$ cat src/rtl/i2c_rate_pkg.sv
package i2c_rate_pkg;

    localparam int FLD_M_W    = 4;
    localparam int FLD_N_W    = 3;
    localparam int CODE_W     = FLD_M_W + FLD_N_W;
    localparam int HZ_W       = 32;
    localparam int M_COUNT    = 1 << FLD_M_W;
    localparam int PAIR_COUNT = 1 << CODE_W;
    localparam int BIT_SLOTS  = 10;
    localparam logic [CODE_W-1:0] RESET_CODE = 7'h44;

    typedef struct packed {
        logic [FLD_M_W-1:0] m;
        logic [FLD_N_W-1:0] n;
    } rate_code_t;

    function automatic int unsigned base_rate(input int unsigned sys_hz,
                                              input int unsigned m_val);
        return sys_hz / (BIT_SLOTS * (m_val + 1));
    endfunction

endpackage

$ cat src/rtl/i2c_rate_prescale.sv
module i2c_rate_prescale
    import i2c_rate_pkg::*;
#(
    parameter int EXP_OFF = 1
) (
    input  logic       clk,
    input  logic       rst,
    input  logic       restart_i,
    input  rate_code_t code_i,
    output logic       tick_o
);
    localparam int POST_W = (1 << FLD_N_W) - 1 + EXP_OFF;

    logic [FLD_M_W-1:0] pre_cnt;
    logic [POST_W-1:0]  post_cnt;
    logic [POST_W-1:0]  post_last;
    logic               pre_end;
    logic               post_end;

    always_comb begin
        post_last = POST_W'((32'd1 << (int'(code_i.n) + EXP_OFF)) - 32'd1);
        pre_end   = (pre_cnt == code_i.m);
        post_end  = (post_cnt == post_last);
    end

    assign tick_o = pre_end && post_end;

    always_ff @(posedge clk) begin
        if (rst || restart_i) begin
            pre_cnt  <= '0;
            post_cnt <= '0;
        end else if (pre_end) begin
            pre_cnt  <= '0;
            post_cnt <= post_end ? '0 : post_cnt + 1'b1;
        end else begin
            pre_cnt  <= pre_cnt + 1'b1;
        end
    end


    pre_range_chk: assert property (@(posedge clk) disable iff (rst)
        pre_cnt <= code_i.m);


    post_range_chk: assert property (@(posedge clk) disable iff (rst)
        post_cnt <= post_last);

    generate
        if (EXP_OFF > 0) begin : g_gap

            tick_gap_chk: assert property (@(posedge clk) disable iff (rst)
                tick_o |=> !tick_o);
        end
    endgenerate

endmodule

$ cat src/rtl/i2c_rate_search.sv
module i2c_rate_search
    import i2c_rate_pkg::*;
#(
    parameter int unsigned SYS_HZ  = 100_000_000,
    parameter int          EXP_OFF = 1
) (
    input  logic              clk,
    input  logic              rst,
    input  logic              start_i,
    input  logic [HZ_W-1:0]   req_hz_i,
    output logic              busy_o,
    output logic              done_o,
    output logic [HZ_W-1:0]   hz_o,
    output rate_code_t        code_o
);
    localparam logic [CODE_W-1:0] LAST_IDX = CODE_W'(PAIR_COUNT - 1);

    logic [HZ_W-1:0]    rate_tab [M_COUNT];
    logic [CODE_W-1:0]  idx;
    logic [HZ_W-1:0]    req_q;
    logic [HZ_W-1:0]    best_hz;
    rate_code_t         best_code;
    rate_code_t         cand;
    logic [HZ_W-1:0]    cand_hz;
    logic               take;

    generate
        for (genvar g = 0; g < M_COUNT; g++) begin : g_tab
            assign rate_tab[g] = HZ_W'(base_rate(SYS_HZ, g));
        end
    endgenerate

    always_comb begin
        cand    = rate_code_t'({idx[FLD_M_W-1:0], idx[CODE_W-1:FLD_M_W]});
        cand_hz = rate_tab[cand.m] >> (int'(cand.n) + EXP_OFF);
        take    = (cand_hz <= req_q) && (cand_hz > best_hz);
    end

    always_ff @(posedge clk) begin
        if (rst) begin
            busy_o    <= 1'b0;
            done_o    <= 1'b0;
            idx       <= '0;
            req_q     <= '0;
            best_hz   <= '0;
            best_code <= rate_code_t'(RESET_CODE);
        end else begin
            done_o <= 1'b0;
            if (!busy_o) begin
                if (start_i) begin
                    busy_o    <= 1'b1;
                    idx       <= '0;
                    req_q     <= req_hz_i;
                    best_hz   <= '0;
                    best_code <= rate_code_t'(RESET_CODE);
                end
            end else begin
                if (take) begin
                    best_hz   <= cand_hz;
                    best_code <= cand;
                end
                idx <= idx + 1'b1;
                if (idx == LAST_IDX) begin
                    busy_o <= 1'b0;
                    done_o <= 1'b1;
                end
            end
        end
    end

    assign hz_o   = best_hz;
    assign code_o = best_code;


    done_pulse_chk: assert property (@(posedge clk) disable iff (rst)
        done_o |=> !done_o);


    done_after_busy_chk: assert property (@(posedge clk) disable iff (rst)
        done_o |-> ($past(busy_o) && !busy_o));


    not_faster_chk: assert property (@(posedge clk) disable iff (rst)
        done_o |-> (hz_o <= req_q));


    no_match_code_chk: assert property (@(posedge clk) disable iff (rst)
        (done_o && hz_o == '0) |-> (code_o == rate_code_t'(RESET_CODE)));


    req_hold_chk: assert property (@(posedge clk) disable iff (rst)
        busy_o |=> $stable(req_q));

endmodule

$ cat src/rtl/i2c_rate_gen.sv
module i2c_rate_gen
    import i2c_rate_pkg::*;
#(
    parameter int unsigned SYS_HZ  = 100_000_000,
    parameter int          EXP_OFF = 1
) (
    input  logic        clk,
    input  logic        rst,
    input  logic        cfg_we,
    input  logic [6:0]  cfg_code,
    input  logic        search_go,
    input  logic [31:0] search_req_hz,
    output logic [6:0]  baud_code,
    output logic        scl_tick,
    output logic        search_busy,
    output logic        search_done,
    output logic [31:0] search_hz,
    output logic [6:0]  search_code
);
    rate_code_t code_q;
    rate_code_t found_code;
    logic       reload;

    assign reload = search_done || cfg_we;

    always_ff @(posedge clk) begin
        if (rst) begin
            code_q <= rate_code_t'(RESET_CODE);
        end else if (search_done) begin
            code_q <= found_code;
        end else if (cfg_we) begin
            code_q <= rate_code_t'(cfg_code);
        end
    end

    i2c_rate_search #(
        .SYS_HZ  (SYS_HZ),
        .EXP_OFF (EXP_OFF)
    ) u_search (
        .clk      (clk),
        .rst      (rst),
        .start_i  (search_go),
        .req_hz_i (search_req_hz),
        .busy_o   (search_busy),
        .done_o   (search_done),
        .hz_o     (search_hz),
        .code_o   (found_code)
    );

    i2c_rate_prescale #(
        .EXP_OFF (EXP_OFF)
    ) u_prescale (
        .clk       (clk),
        .rst       (rst),
        .restart_i (reload),
        .code_i    (code_q),
        .tick_o    (scl_tick)
    );

    assign baud_code   = code_q;
    assign search_code = found_code;


    load_found_chk: assert property (@(posedge clk) disable iff (rst)
        search_done |=> (baud_code == $past(search_code)));


    write_load_chk: assert property (@(posedge clk) disable iff (rst)
        (cfg_we && !search_done) |=> (baud_code == $past(cfg_code)));

endmodule

$ cat config.mk
export PLATFORM = sky130hd
export DESIGN_NAME = i2c_rate_gen
export DESIGN_NICKNAME = d
export VERILOG_FILES = /design/src/rtl/i2c_rate_pkg.sv /design/src/rtl/i2c_rate_prescale.sv /design/src/rtl/i2c_rate_search.sv /design/src/rtl/i2c_rate_gen.sv
export SDC_FILE = /design/constraint.sdc
export NUM_CORES = 1
export LEC_CHECK = 0
export CAP_MARGIN = 20
export CORE_MARGIN = 3
export CORE_UTILIZATION = 59
export DETAILED_ROUTE_END_ITERATION = 8
export DONT_BUFFER_PORTS = 1
export GPL_TIMING_DRIVEN = 0
export PLACE_DENSITY = 0.75
export SLEW_MARGIN = 20
export SYNTH_ARGS = -nofsm -noshare
export SYNTH_HDL_FRONTEND = slang
export SYNTH_SLANG_ARGS = --single-unit
$ cat constraint.sdc
create_clock -name clk -period 3.95 [get_ports clk]
set_input_delay 0.79 -clock clk [delete_from_list [all_inputs] [get_ports clk]]
set_output_delay 0.79 -clock clk [all_outputs]
set_load 0.01 [all_outputs]
Word-level counts from Yosys, hierarchy flattened
Memories as Yosys holds them, arrays and structs flattened.
Cells that the tools add are included.
- word-level logic and storage cells: 56
- bits in registers: 99
- input bits: 43
- memories kept: 1
- bits in read-only memories: 512
- output and inout port bits: 49
- memory list (name ; depth ; width ; read ports ; clocked after Yosys merged registers in ; wr ports ; RTL line ; text):
    (name not given) ; 16 ; 32 ; 1 ; 0 ; 0 ; i2c_rate_search.sv:35 ; cand_hz = rate_tab[cand.m] >> (int'(cand.n) + EXP_OFF);
- muxes and demuxes: 17
- shift-type cells: 2
- add/sub/neg operators: 6
- equal/unequal tests: 4
- bitwise gates (word level): 2
- reductions and logical operators: 10
- magnitude comparators: 3
- operators by type and width (operator ; number):
    32-bit two-way mux ; 5
    7-bit two-way mux ; 7
    32-bit > comparator ; 1
    32-bit less-or-equal comparator ; 1
    1-bit by 32-bit left shift with 8-bit output (first input constant) ; 1
    32-bit by 32-bit >> shifter with 32-bit output ; 1
    3-bit by 1-bit adder with 4-bit output (second input constant) ; 2
    8-bit by 1-bit adder with 8-bit output (second input constant) ; 1
    8-bit equality test ; 1
    8-bit two-way mux ; 1
    8-bit by 1-bit subtractor with 8-bit output (second input constant) ; 1
    7-bit by 1-bit adder with 7-bit output (second input constant) ; 1
    7-bit equality test (second input constant) ; 1
    5-bit greater-or-equal comparator (second input constant) ; 1
    4-bit NOT with 5-bit output ; 1
    4-bit by 1-bit adder with 4-bit output (second input constant) ; 1
    4-bit equality test ; 1
    1-bit two-way mux ; 4
    2-bit AND reduction ; 2
    2-bit nonzero test ; 2
    2-bit OR reduction ; 2
    1-bit logical AND ; 2
    1-bit logical OR ; 2
    2-bit inequality test (second input constant) ; 1
    1-bit NOT ; 1

Depth between registers and ports, before layout
Gate-level depths: netlist of the first run.
- word-level depth: 9
- depth in mapped cells: 19
- depth with buffers taken out: 16

Hierarchy
A second synthesis of the first run with hierarchy kept.
- cells, all modules: 871
- area total of the unflattened synthesis: 6797.8 um^2
- modules (own cells, without submodules) (module ; area each (um^2) ; seq. area each (um^2) ; times used ; cells each):
    i2c_rate_search ; 5585.4 ; 1421.4 ; 1 ; 735
    i2c_rate_prescale ; 878.3 ; 240.2 ; 1 ; 103
    i2c_rate_gen ; 334.1 ; 140.1 ; 1 ; 33

Worst setup path after synthesis of the first run
OpenSTA, ideal clock, no wires.
- path kind: flip-flop to flip-flop
- from: register u_search.idx[0]
- to: register u_search.best_code, in the netlist u_search.code_o[2]
- cell stages (with the launch flop): 19
- buffers on the path: 3
- setup slack: -0.277 ns
- period minus slack after synthesis: 4.227 ns
- arrival: 4.155 ns
- setup time: 0.072 ns
- data required time: 3.878 ns
- cells stage by stage: dfxtp_1 -> buf_2 -> inv_1 -> ha_1 -> clkbuf_1 -> mux4_1 -> mux2_2 -> mux2i_1 -> nor2_1 -> a21oi_1 -> ha_1 -> nand4_1 -> or3_1 -> a21oi_1 -> a2111oi_0 -> and3_1 -> nor4_4 -> buf_6 -> mux2i_1
- cells in the longest elaborated chain, start to end: 9
- elaborated cells on any way between the ends: 10
- those cells by class: 2 x order compare; 1 x eq/ne; 1 x shift; 2 x mux; 1 x bitwise; 2 x reduce/logical; 1 x memory
- RTL lines (what ; RTL line ; text):
    start, declared ; i2c_rate_search.sv:19 ; logic [CODE_W-1:0] idx;
    start signal, assigned ; i2c_rate_search.sv:62 ; idx <= idx + 1'b1;
    4-bit NOT with 5-bit output (implied by the code) * ; i2c_rate_search.sv:35 ;
    memory 16 x 32 bit * ; n/a ;
    32-bit two-way mux (implied by the code) * (2 in series) ; i2c_rate_search.sv:35 ;
    32-bit by 32-bit >> shifter with 32-bit output * ; i2c_rate_search.sv:35 ;
    32-bit less-or-equal comparator / 32-bit > comparator (equally long branches) ; i2c_rate_search.sv:36 ; take = (cand_hz <= req_q) && (cand_hz > best_hz);
    1-bit logical AND * ; i2c_rate_search.sv:36 ;
    2-bit inequality test (no line) * ; n/a ;
    2-bit AND reduction (no line) * ; n/a ;
    end signal, assigned ; i2c_rate_search.sv:46 ; best_code <= rate_code_t'(RESET_CODE);
    end signal, assigned ; i2c_rate_search.sv:55 ; best_code <= rate_code_t'(RESET_CODE);
    end signal, assigned ; i2c_rate_search.sv:60 ; best_code <= cand;
    end, declared ; i2c_rate_search.sv:22 ; rate_code_t best_code;
Mark *: on every way between the ends. The rest lies on a longest branch, timed or not. The select of a mux whose other input is x is not followed.
A chain may end at the register's enable or synchronous reset.

Worst setup path in the final report of the first run
- from: register u_search.idx[0]
- to: register u_search.best_hz[11] (netlist: u_search.hz_o[11])
- cells in the longest elaborated chain, start to end: 9
- elaborated cells on any way between the ends: 12
- those cells by class: 2 x order compare; 1 x eq/ne; 1 x shift; 4 x mux; 1 x bitwise; 2 x reduce/logical; 1 x memory
- RTL lines (what ; RTL line ; text):
    4-bit NOT with 5-bit output (implied by the code) * ; i2c_rate_search.sv:35 ;
    memory 16 x 32 bit * ; n/a ;
    32-bit two-way mux (implied by the code) * (2 in series) ; i2c_rate_search.sv:35 ;
    32-bit by 32-bit >> shifter with 32-bit output * ; i2c_rate_search.sv:35 ;
    32-bit less-or-equal comparator / 32-bit > comparator (equally long branches) ; i2c_rate_search.sv:36 ;
    1-bit logical AND ; i2c_rate_search.sv:36 ;
    2-bit inequality test (no line) ; n/a ;
    2-bit AND reduction (no line) ; n/a ;
    end signal, assigned ; i2c_rate_search.sv:59 ; best_hz <= cand_hz;
    end, declared ; i2c_rate_search.sv:21 ; logic [HZ_W-1:0] best_hz;
Marked as above.

==> qor.txt, run 1 <==
Reg2reg end = u_search.hz_o[11]
Fin. max-slew vios = 0
Reg2reg start = u_search.idx[0]
TritonRoute pass-1 iters = 6
Distinct cell type count after synthesis = 65
Post-route insts no fill = 1006
RSZ-0062 raised after global routing = true
Max_slew headroom = 42.2%
Top cell type's share of synthesized area = 28.0%
Fmax = 236 MHz
Final nets = 966
Worst path max stage delay = 0.52 ns
Buf/Inv on CP = 5
Die ar. = 0.0122 mm2
Crit path cell chain = buf_12 -> inv_8 -> ha_4 -> clkbuf_16 -> mux2_4 -> o21a_1 -> mux2_4 -> o211ai_1 -> o21a_1 -> ha_4 -> nand4_1 -> or3_4 -> or4_4 -> o211ai_2 -> nor4_4 -> buf_6 -> buf_8 -> mux2i_4
Vias in the first global route = 5684
Root buf cell = clkbuf_8
Design area = 0.00745 mm2
Synth Warn # = 0
Min-delay worst type = reg2reg
Total power = 2.18 mW
Max_cap viols = 0
Vias per cell = 5.98
Crit path arrival time = 4.51 ns
Syn avg cell area = 7.83 um2
Die height = 111 um
Slowest stage cell on the critical path = or4_4
Initial Util = 61.6%
First-pass GRT wire length = 28900 um
Status = complete, but fails checks
Core area = 0.0105 mm2
Register-to-register setup slack = -0.28 ns
Critical Path Source Type = flop
Post-layout util = 71.2%
Most common flop cell mapped by yosys = dfxtp_1
Synth Instances = 823
Proportion of layout cells with a drive suffix above 1 = 17.5%
Placed cell count = 967
Crit path from = u_search.idx[0]
VDD IR-drop max = 0.000280 V
Post-DP Area = 0.00669 mm2
Worst path depth = 18
Final Skew = 0.0197 ns
Initial antenna violation count = 0
Setup crit end kind = flop
Worst-Margin Slew = 0.864 ns
Vias after detailed routing = 6016
Detailed placement HPWL = 13800 um
Initial DRC count = 489
CTS sink count = 90
Clock buffer count from CTS = 9
Register area share after synthesis = 28.0%
Pleak = 2.83 nW
Antenna Violating Nets Remaining = 0
Minimum clock period = 4.23 ns
GPL Wtd Cong = 0.958
Worst-Skew Late Latency = 0.40 ns
CTS tree = yes
Wire per inst = 18.6 um
Tot GR Track Use = 29.0%
Critical path endpoint = u_search.hz_o[11]
Critical path type = reg2reg
Largest net degree at the start of global routing = 17
Fin crit share = 107%
Remaining Overflow, GRT = 0
Clk buf depth = 2
Cell family with most CP delay = simple AND/OR/NAND/NOR gates
Clock-pin slew on the worst setup and hold paths = 0.10 ns
Drt drc = 0
ANT cells = 0
Power Dens Cells = 293 mW/mm2
Ys async rst share = 0%
Area of the mapped netlist = 0.00644 mm2
Reg2reg path depth = 18
Die width = 111 um
Largest cells by area after synthesis = dfxtp_1, ha_1, mux2i_1
Final setup margin = -0.284 ns
Worst Path Required = 4.22 ns
IO Count = 92
P&R area growth vs syn = 15.7%
#FFs+latches synth = 90
Leading area contributor after synthesis = dfxtp_1
Failing checks = negative setup slack
Setup violations, final = 30
Final Hold Fails = 0
Filler Cell Count = 857
Core Rows = 37
CP max FO = 7
Total number of H-tree levels = 3
Sum Neg Setup Slack = -6.44 ns
Routed wire length = 18700 um
Post-synth EDFFs = 0
Buffers added on ports = 0
[per-layer routing]
metal | track usage (%) | wire length (um) | up-vias
met2 | 49.7 | 9170 | 249
met3 | 6.52 | 1220 | 41
met5 | 0 | 0 | -
met4 | 8.54 | 469 | 0
li1 | - | - | 2919
met1 | 36.4 | 7820 | 2807
[worst reg2reg max path, stage by stage, from the launching register on]
cell	delay (ns)
dfxtp_4	0.37
buf_12	0.13
inv_8	0.07
ha_4	0.20
clkbuf_16	0.15
mux2_4	0.28
o21a_1	0.22
mux2_4	0.29
o211ai_1	0.26
o21a_1	0.24
ha_4	0.16
nand4_1	0.11
or3_4	0.44
or4_4	0.52
o211ai_2	0.11
nor4_4	0.07
buf_6	0.16
buf_8	0.14
mux2i_4	0.18
[Yosys cell counts, drive strengths merged (5+ instances only)]
cell type	count
nor4	5
clkbuf	31
nor2b	8
a21oi	87
nor2	62
nor3	12
ha	58
mux2i	54
inv	59
buf	32
a211oi	8
dfxtp	90
nand2b	9
xnor2	7
a21o	9
nand4	13
o21ai	18
o211ai	8
xor2	11
a211o	7
mux4	8
a31oi	5
o21a	5
mux2	11
nand3	13
nand2	143
[report_power, final]
group          leakage [nW]  switching, mW  internal (mW)
registers             0.737         0.0494          0.948
logic                  2.00          0.301          0.251
clock network        0.0981          0.363          0.272
total                  2.83          0.714           1.47
[cell type report]
cell class	instances	area, um2	share of cell area, %
timing repair buffer	24	205	2.75
inverter	61	249	3.34
clock buffer	11	151	2.03
buffer	62	398	5.34
clock inverter	5	45.0	0.604
tap	136	170	2.28
sequential	90	1810	24.3
multi-input combinational	617	4420	59.3
[what timing repair did]
item | CTS | global route
setup endpoints to repair | 30 | 30
hold buffers | 0 | 0
buffers inserted | 15 | 7
pin swaps | 12 | 18
gates resized for setup | 45 | 49
gates cloned | 1 | 1
[placed cells by master, fill, tap and decap left out, types with 8 or more instances in the layout]
master	netlist	layout
nand2_1	143	143
dfxtp_1	90	86
a21oi_1	87	73
nor2_1	61	58
inv_1	57	56
ha_1	58	48
mux2i_1	54	47
buf_4	9	30
clkbuf_1	31	25
a21oi_2	0	13
nand3_1	13	13
nand4_1	13	13
nor3_1	12	12
xor2_1	11	11
clkbuf_8	0	11
nand2b_1	9	9
a21o_1	9	9
conb_1	1	9
buf_2	11	8
mux4_2	7	8
o21ai_0	10	8
[logic make-up (layout without fill, tap and decap cells)]
group	Yosys count	after routing	synth area share, %
simple gates	284	284	19.8
flops	90	90	28.0
compound gates	175	175	16.9
other cells	1	9	0.0582
mux	73	73	13.2
buf+inv	124	163	8.43
fa+ha+maj	58	58	11.3
xor+xnor	18	18	2.45
[per-stage QoR]
step	hold slack, ns	setup slack (ns)
after global routing	0.471	-0.354
after global placement	0.444	-0.645
after detailed placement	0.449	-0.662
after floorplan	0.436	0.0150
final	0.458	-0.284
after CTS	0.461	-0.205
[state kept, by name, summed over array words and instances (netlist names)]
| register | count |
|---|---|
| baud_code | 7 |
| u_prescale.post_cnt | 8 |
| u_prescale.pre_cnt | 4 |
| u_search.busy_o | 1 |
| u_search.code_o | 7 |
| u_search.done_o | 1 |
| u_search.hz_o | 23 |
| u_search.idx | 7 |
| u_search.req_q | 32 |
[how the worst min path moves through the flow]
| stage | startpoint | to | cells after the start |
|---|---|---|---|
| 6_report | u_search.req_q[9] | u_search.req_q[9] | 2 |
| 2_1_floorplan | u_search.req_q[30] | u_search.req_q[30] | 2 |
| 3_3_place_gp | u_search.req_q[28] | u_search.req_q[28] | 2 |
| 5_1_grt | u_search.req_q[15] | u_search.req_q[15] | 2 |
| 3_5_place_dp | u_search.req_q[11] | u_search.req_q[11] | 2 |
| 4_1_cts | u_search.req_q[11] | u_search.req_q[11] | 2 |
Note: power is estimated with default switching activity, not from simulation.
==> inputs of run 2 (changes only) <==
CORE_UTILIZATION = 50   (was 59)
PLACE_DENSITY = 0.65   (was 0.75)
==> run 2 against run 1 <==
- the run still ends with negative setup slack left
- combinational power is 3.8% lower
- die area rose by 17%
- worst hold slack got worse by 0.0015 ns
- register-to-register slack hardly changed
- utilization is 10 points lower
==> qor.txt, run 2 (synthesis results as in run 1) <==
GPL Wtd Cong = 0.927
Crit path cell chain = buf_8 -> inv_8 -> ha_4 -> clkbuf_16 -> mux4_2 -> mux2_4 -> mux2i_4 -> nor2_2 -> a21oi_2 -> buf_4 -> ha_1 -> nand4_1 -> or3_4 -> or4_4 -> o211ai_2 -> nor4_4 -> buf_4 -> buf_6 -> mux2i_1
Top reg by flops = u_search.req_q
Final Skew = 0.0103 ns
Tot GR Track Use = 26.7%
Power Dens Cells = 320 mW/mm2
Fin. max-slew vios = 0
CP max FO = 6
Max reg flops = 32
Antenna Violating Nets Remaining = 0
Root buf cell = clkbuf_16
Cell family with most CP delay = simple AND/OR/NAND/NOR gates
Most frequent cells in the layout = nand2_1, dfxtp_1, a21oi_1
TritonRoute pass-1 iters = 5
Hold buffer count at CTS = 0
VDD IR-drop max = 0.000296 V
Die width = 120 um
Vias in the first global route = 5784
Worst path max stage delay = 0.52 ns
Clock-pin slew on the worst setup and hold paths = 0.07 ns
Worst Path Required = 4.18 ns
Die height = 120 um
Min-delay worst type = reg2reg
Max_slew headroom = 45.2%
Post-layout util = 60.7%
Multi-input gate area = 0.00434 mm2
IO Count = 92
RSZ-0062 raised after global routing = true
Vias after detailed routing = 5947
Largest regs = u_search.req_q: 32 flops, u_search.hz_o: 23 flops, u_prescale.post_cnt: 8 flops
Proportion of layout cells with a drive suffix above 1 = 15.7%
Detailed placement HPWL = 14500 um
P&R area growth vs syn = 16.0%
Vias per cell = 5.75
Initial Util = 52.3%
Core area = 0.0123 mm2
Final setup margin = -0.272 ns
Setup WS pre-CTS = -0.695 ns
Status = complete, but fails checks
Buf/Inv on CP = 6
Minimum clock period = 4.22 ns
Worst-Skew Late Latency = 0.35 ns
Worst-Margin Slew = 0.819 ns
Register-to-register setup slack = -0.27 ns
Filler Cell Count = 1164
Fmax = 237 MHz
ANT cells = 0
Failing checks = negative setup slack
Critical Path Source Type = flop
Slowest stage cell on the critical path = or4_4
Critical path type = reg2reg
Remaining Overflow, GRT = 0
Most numerous cell on the critical path = buf_4
First-pass GRT wire length = 30500 um
Largest net degree at the start of global routing = 16
Flip-flop and latch area = 0.00181 mm2
Buffers added on ports = 0
CTS tree = yes
Initial DRC count = 472
Routed wire length = 19000 um
Max_cap viols = 0
Pleak = 2.84 nW
Total number of H-tree levels = 3
Setup crit end kind = flop
Die ar. = 0.0143 mm2
Wire per inst = 18.4 um
Final nets = 964
CTS sink count = 90
Clk buf depth = 2
Fin crit share = 107%
Core Rows = 40
Commonest non-fill, non-tap cell in the layout = nand2_1
Setup violations, final = 30
Final Hold Fails = 0
Initial antenna violation count = 0
Crit path arrival time = 4.45 ns
Clock buffer count from CTS = 9
Drt drc = 0
-- run 2: cell types whose count changed in the layout (fill, tap and decap cells not counted), sizes merged --
cell / change
bufinv: +1
clkinvlp: +1
clkinv: -1
buf: -1
inv: -1
clkbuf: -2
-- run 2: worst reg2reg max path, stage by stage (launching register included) --
cell and delay, ns:
dfxtp_4 0.37, buf_8 0.12, inv_8 0.04, ha_4 0.24, clkbuf_16 0.15, mux4_2 0.50
mux2_4 0.32, mux2i_4 0.19, nor2_2 0.07, a21oi_2 0.18, buf_4 0.15, ha_1 0.15
nand4_1 0.10, or3_4 0.37, or4_4 0.52, o211ai_2 0.11, nor4_4 0.07, buf_4 0.17
buf_6 0.15, mux2i_1 0.12
-- run 2: layout make-up --
| type | count | share of cell area [%] |
|---|---|---|
| repair buffers | 23 | 2.71 |
| inverters | 61 | 3.33 |
| flip-flops and latches | 90 | 24.2 |
| multi-input cells | 617 | 58.1 |
| well taps | 168 | 2.81 |
| clock buffers | 10 | 3.06 |
| clock inverters | 5 | 0.837 |
| plain buffers | 61 | 4.95 |
-- run 2: metal layers --
metal | vias up | wire, um | part of all wire, % | track usage [%]
li1 | 2916 | - | - | -
met1 | 2816 | 8340 | 44 | 33.8
met2 | 168 | 9160 | 48 | 44.8
met3 | 47 | 946 | 5.0 | 4.71
met4 | 0 | 587 | 3.1 | 11.4
met5 | - | 0 | 0 | 0
-- run 2: where the power goes --
group,internal [mW],switching [mW],leakage [nW]
combinational,0.235,0.297,1.97
clock,0.491,0.371,0.136
sequential,0.949,0.0476,0.736
-- run 2: what timing repair did --
| item | CTS | global route |
|---|---|---|
| gates resized for setup | 63 | 15 |
| cloned | 2 | 0 |
| endpoints found under the setup margin | 30 | 30 |
| pin swaps | 14 | 16 |
| setup buffers | 15 | 8 |
-- run 2: path summary, 6_finish.rpt --
| check | start | end | depth (start not counted) |
|---|---|---|---|
| setup / recovery | u_search.idx[0] | u_search.code_o[2] | 19 |
| hold reg to reg | u_search.req_q[31] | u_search.req_q[31] | 2 |
| setup reg to reg | u_search.idx[0] | u_search.code_o[2] | 19 |
| hold / removal | u_search.req_q[31] | u_search.req_q[31] | 2 |
-- run 2: stage by stage --
| step | power, mW | TNS (ns) | hold slack, ns | std cells | instance area, um2 |
|---|---|---|---|---|---|
| 2_1_floorplan | 1.35 | 0 | 0.436 | 831 | 6520 |
| 3_3_place_gp | 1.45 | -17.75 | 0.445 | 999 | 6730 |
| 3_5_place_dp | 1.47 | -19.80 | 0.450 | 999 | 6730 |
| 4_1_cts | 2.41 | -7.59 | 0.459 | 1030 | 7430 |
| 5_1_grt | 2.51 | -11.71 | 0.483 | 1035 | 7480 |
| 6_report | 2.39 | -7.51 | 0.457 | 1035 | 7480 |
==> inputs of run 3 (changes only) <==
SETUP_SLACK_MARGIN = 0.1   (was default)
==> run 3 against run 2 <==
- the flow still finishes with violations (negative setup slack)
- routed wire length rose by 2.6%
- utilization rose by 2.8 points
- sequential power barely moved
- largest cell class unchanged
- highest routed layer unchanged
==> qor.txt, run 3 (synthesis results as in run 1) <==
Fin. max-slew vios = 0
Crit path cell chain = buf_8 -> inv_8 -> ha_4 -> clkbuf_16 -> mux4_2 -> buf_4 -> a21oi_2 -> mux4_2 -> ha_4 -> nand4_1 -> or3_4 -> or4_4 -> o211ai_2 -> nor4_4 -> buf_6 -> buf_12 -> buf_16 -> mux2i_1
Tot GR Track Use = 27.0%
ANT cells = 0
Total number of H-tree levels = 3
Commonest non-fill, non-tap cell in the layout = nand2_1
Worst-Margin Slew = 0.766 ns
RSZ-0062 raised after global routing = true
Die height = 120 um
Reg2reg path depth = 18
Remaining Overflow, GRT = 0
Min-delay worst type = reg2reg
Fin crit share = 107%
P&R area growth vs syn = 21.4%
Flip-flop and latch area = 0.00181 mm2
Largest net degree at the start of global routing = 19
Clock buffer count from CTS = 9
Wire per inst = 18.4 um
Status = complete, but fails checks
Fmax = 237 MHz
Die ar. = 0.0143 mm2
Antenna Violating Nets Remaining = 0
Crit path arrival time = 4.45 ns
Vias after detailed routing = 6108
Post-layout util = 63.5%
Vias in the first global route = 5984
Initial antenna violation count = 0
Critical Path Source Type = flop
Pleak = 3.01 nW
Vias per cell = 5.76
Filler Cell Count = 1105
CP max FO = 7
Reg2reg end = u_search.code_o[2]
First-pass GRT wire length = 30800 um
Critical path endpoint = u_search.code_o[2]
Reg2reg start = u_search.idx[1]
Core Rows = 40
Worst path max stage delay = 0.59 ns
IO Count = 92
Core area = 0.0123 mm2
Minimum clock period = 4.22 ns
Register-to-register setup slack = -0.27 ns
Largest regs = u_search.req_q: 32 flops, u_search.hz_o: 23 flops, u_prescale.post_cnt: 8 flops
CTS tree = yes
CTS sink count = 90
Multi-input gate area = 0.00446 mm2
Clk buf depth = 2
VDD IR-drop max = 0.000287 V
Setup violations, final = 30
Proportion of layout cells with a drive suffix above 1 = 19.6%
Crit path from = u_search.idx[1]
Post-route insts no fill = 1060
Worst Path Required = 4.18 ns
Placed cell count = 999
Max_cap viols = 0
Power Dens Cells = 320 mW/mm2
Clock-pin slew on the worst setup and hold paths = 0.08 ns
Die width = 120 um
Cell family with most CP delay = simple AND/OR/NAND/NOR gates
Worst-Skew Late Latency = 0.36 ns
Slowest stage cell on the critical path = mux4_2
Final Hold Fails = 0
Root buf cell = clkbuf_16
Critical path type = reg2reg
Drt drc = 0
Most frequent cells in the layout = nand2_1, dfxtp_1, a21oi_1
Detailed placement HPWL = 14400 um
Final setup margin = -0.270 ns
Initial DRC count = 438
Max reg flops = 32
Max_slew headroom = 48.5%
Top reg by flops = u_search.req_q
Buffers added on ports = 0
GPL Wtd Cong = 0.971
Failing checks = negative setup slack
Worst path depth = 18
Final Skew = 0.00992 ns
Final nets = 988
Setup crit end kind = flop
TritonRoute pass-1 iters = 7
Initial Util = 52.3%
Routed wire length = 19500 um
Buf/Inv on CP = 7
-- run 3: cell types whose count changed in the layout (fill, tap and decap cells not counted), moves of 3 or more --
cell,delta
inv_8,+4
clkbuf_2,+3
a21oi_4,+3
ha_4,+3
buf_6,+3
a21oi_2,-4
ha_1,-3
buf_4,+22
-- run 3: power by group --
group	leakage (nW)	internal (mW)	switching [mW]	total [mW]
clock	0.153	0.485	0.433	0.919
sequential	0.736	0.949	0.0459	0.995
combinational	2.12	0.273	0.314	0.587
total	3.01	1.71	0.793	2.50
-- run 3: layer usage --
metal / up-vias / part of all wire (%) / wire length (um) / GRT usage [%]
met5: - / 0 / 0 / 0
met4: 0 / 3.0 / 581 / 10.1
met3: 45 / 6.9 / 1340 / 5.18
met2: 218 / 49 / 9590 / 47.4
met1: 2880 / 41 / 8020 / 32.7
li1: 2965 / - / - / -
-- run 3: final cells by class --
cell class | count | share of cell area, %
repair buffers | 45 | 4.93
clock inverters | 6 | 0.848
inverters | 61 | 3.12
well taps | 168 | 2.69
plain buffers | 63 | 5.09
multi-input cells | 617 | 57.0
flip-flops and latches | 90 | 23.2
clock buffers | 10 | 3.20
-- run 3: worst min-delay path by stage --
stage | start | endpoint | slack, ns | depth (start not counted)
2_1_floorplan | u_search.req_q[30] | u_search.req_q[30] | 0.44 | 2
3_3_place_gp | u_search.req_q[29] | u_search.req_q[29] | 0.44 | 2
3_5_place_dp | u_search.req_q[20] | u_search.req_q[20] | 0.45 | 2
4_1_cts | u_search.req_q[8] | u_search.req_q[8] | 0.46 | 2
5_1_grt | u_search.req_q[16] | u_search.req_q[16] | 0.48 | 2
6_report | u_search.req_q[12] | u_search.req_q[12] | 0.45 | 2
-- run 3: worst min-delay path, delay by kind of cell, from the launching register on --
family / cells / cell delay [ns]
flops: 1 / 0.31
compound gates: 1 / 0.05
simple gates: 1 / 0.05
-- run 3: stage by stage --
stage	total power, mW	cell area (um2)	TNS, ns	setup WS, ns	hold WS (ns)
floorplan	1.35	6530	0	0.0686	0.436
global placement	1.45	6740	-17.53	-0.604	0.443
detailed placement	1.47	6740	-18.80	-0.651	0.448
CTS	2.48	7620	-6.27	-0.253	0.458
global route	2.61	7820	-9.33	-0.365	0.482
finish	2.50	7820	-6.29	-0.270	0.455
-- run 3: repair_timing --
action | CTS | global route
pin swaps | 18 | 13
buffers inserted | 36 | 8
endpoints found under the hold margin | 0 | 0
resized for setup | 61 | 34
hold buffers | 0 | 0
gates cloned | 2 | 0
setup endpoints to repair | 30 | 30
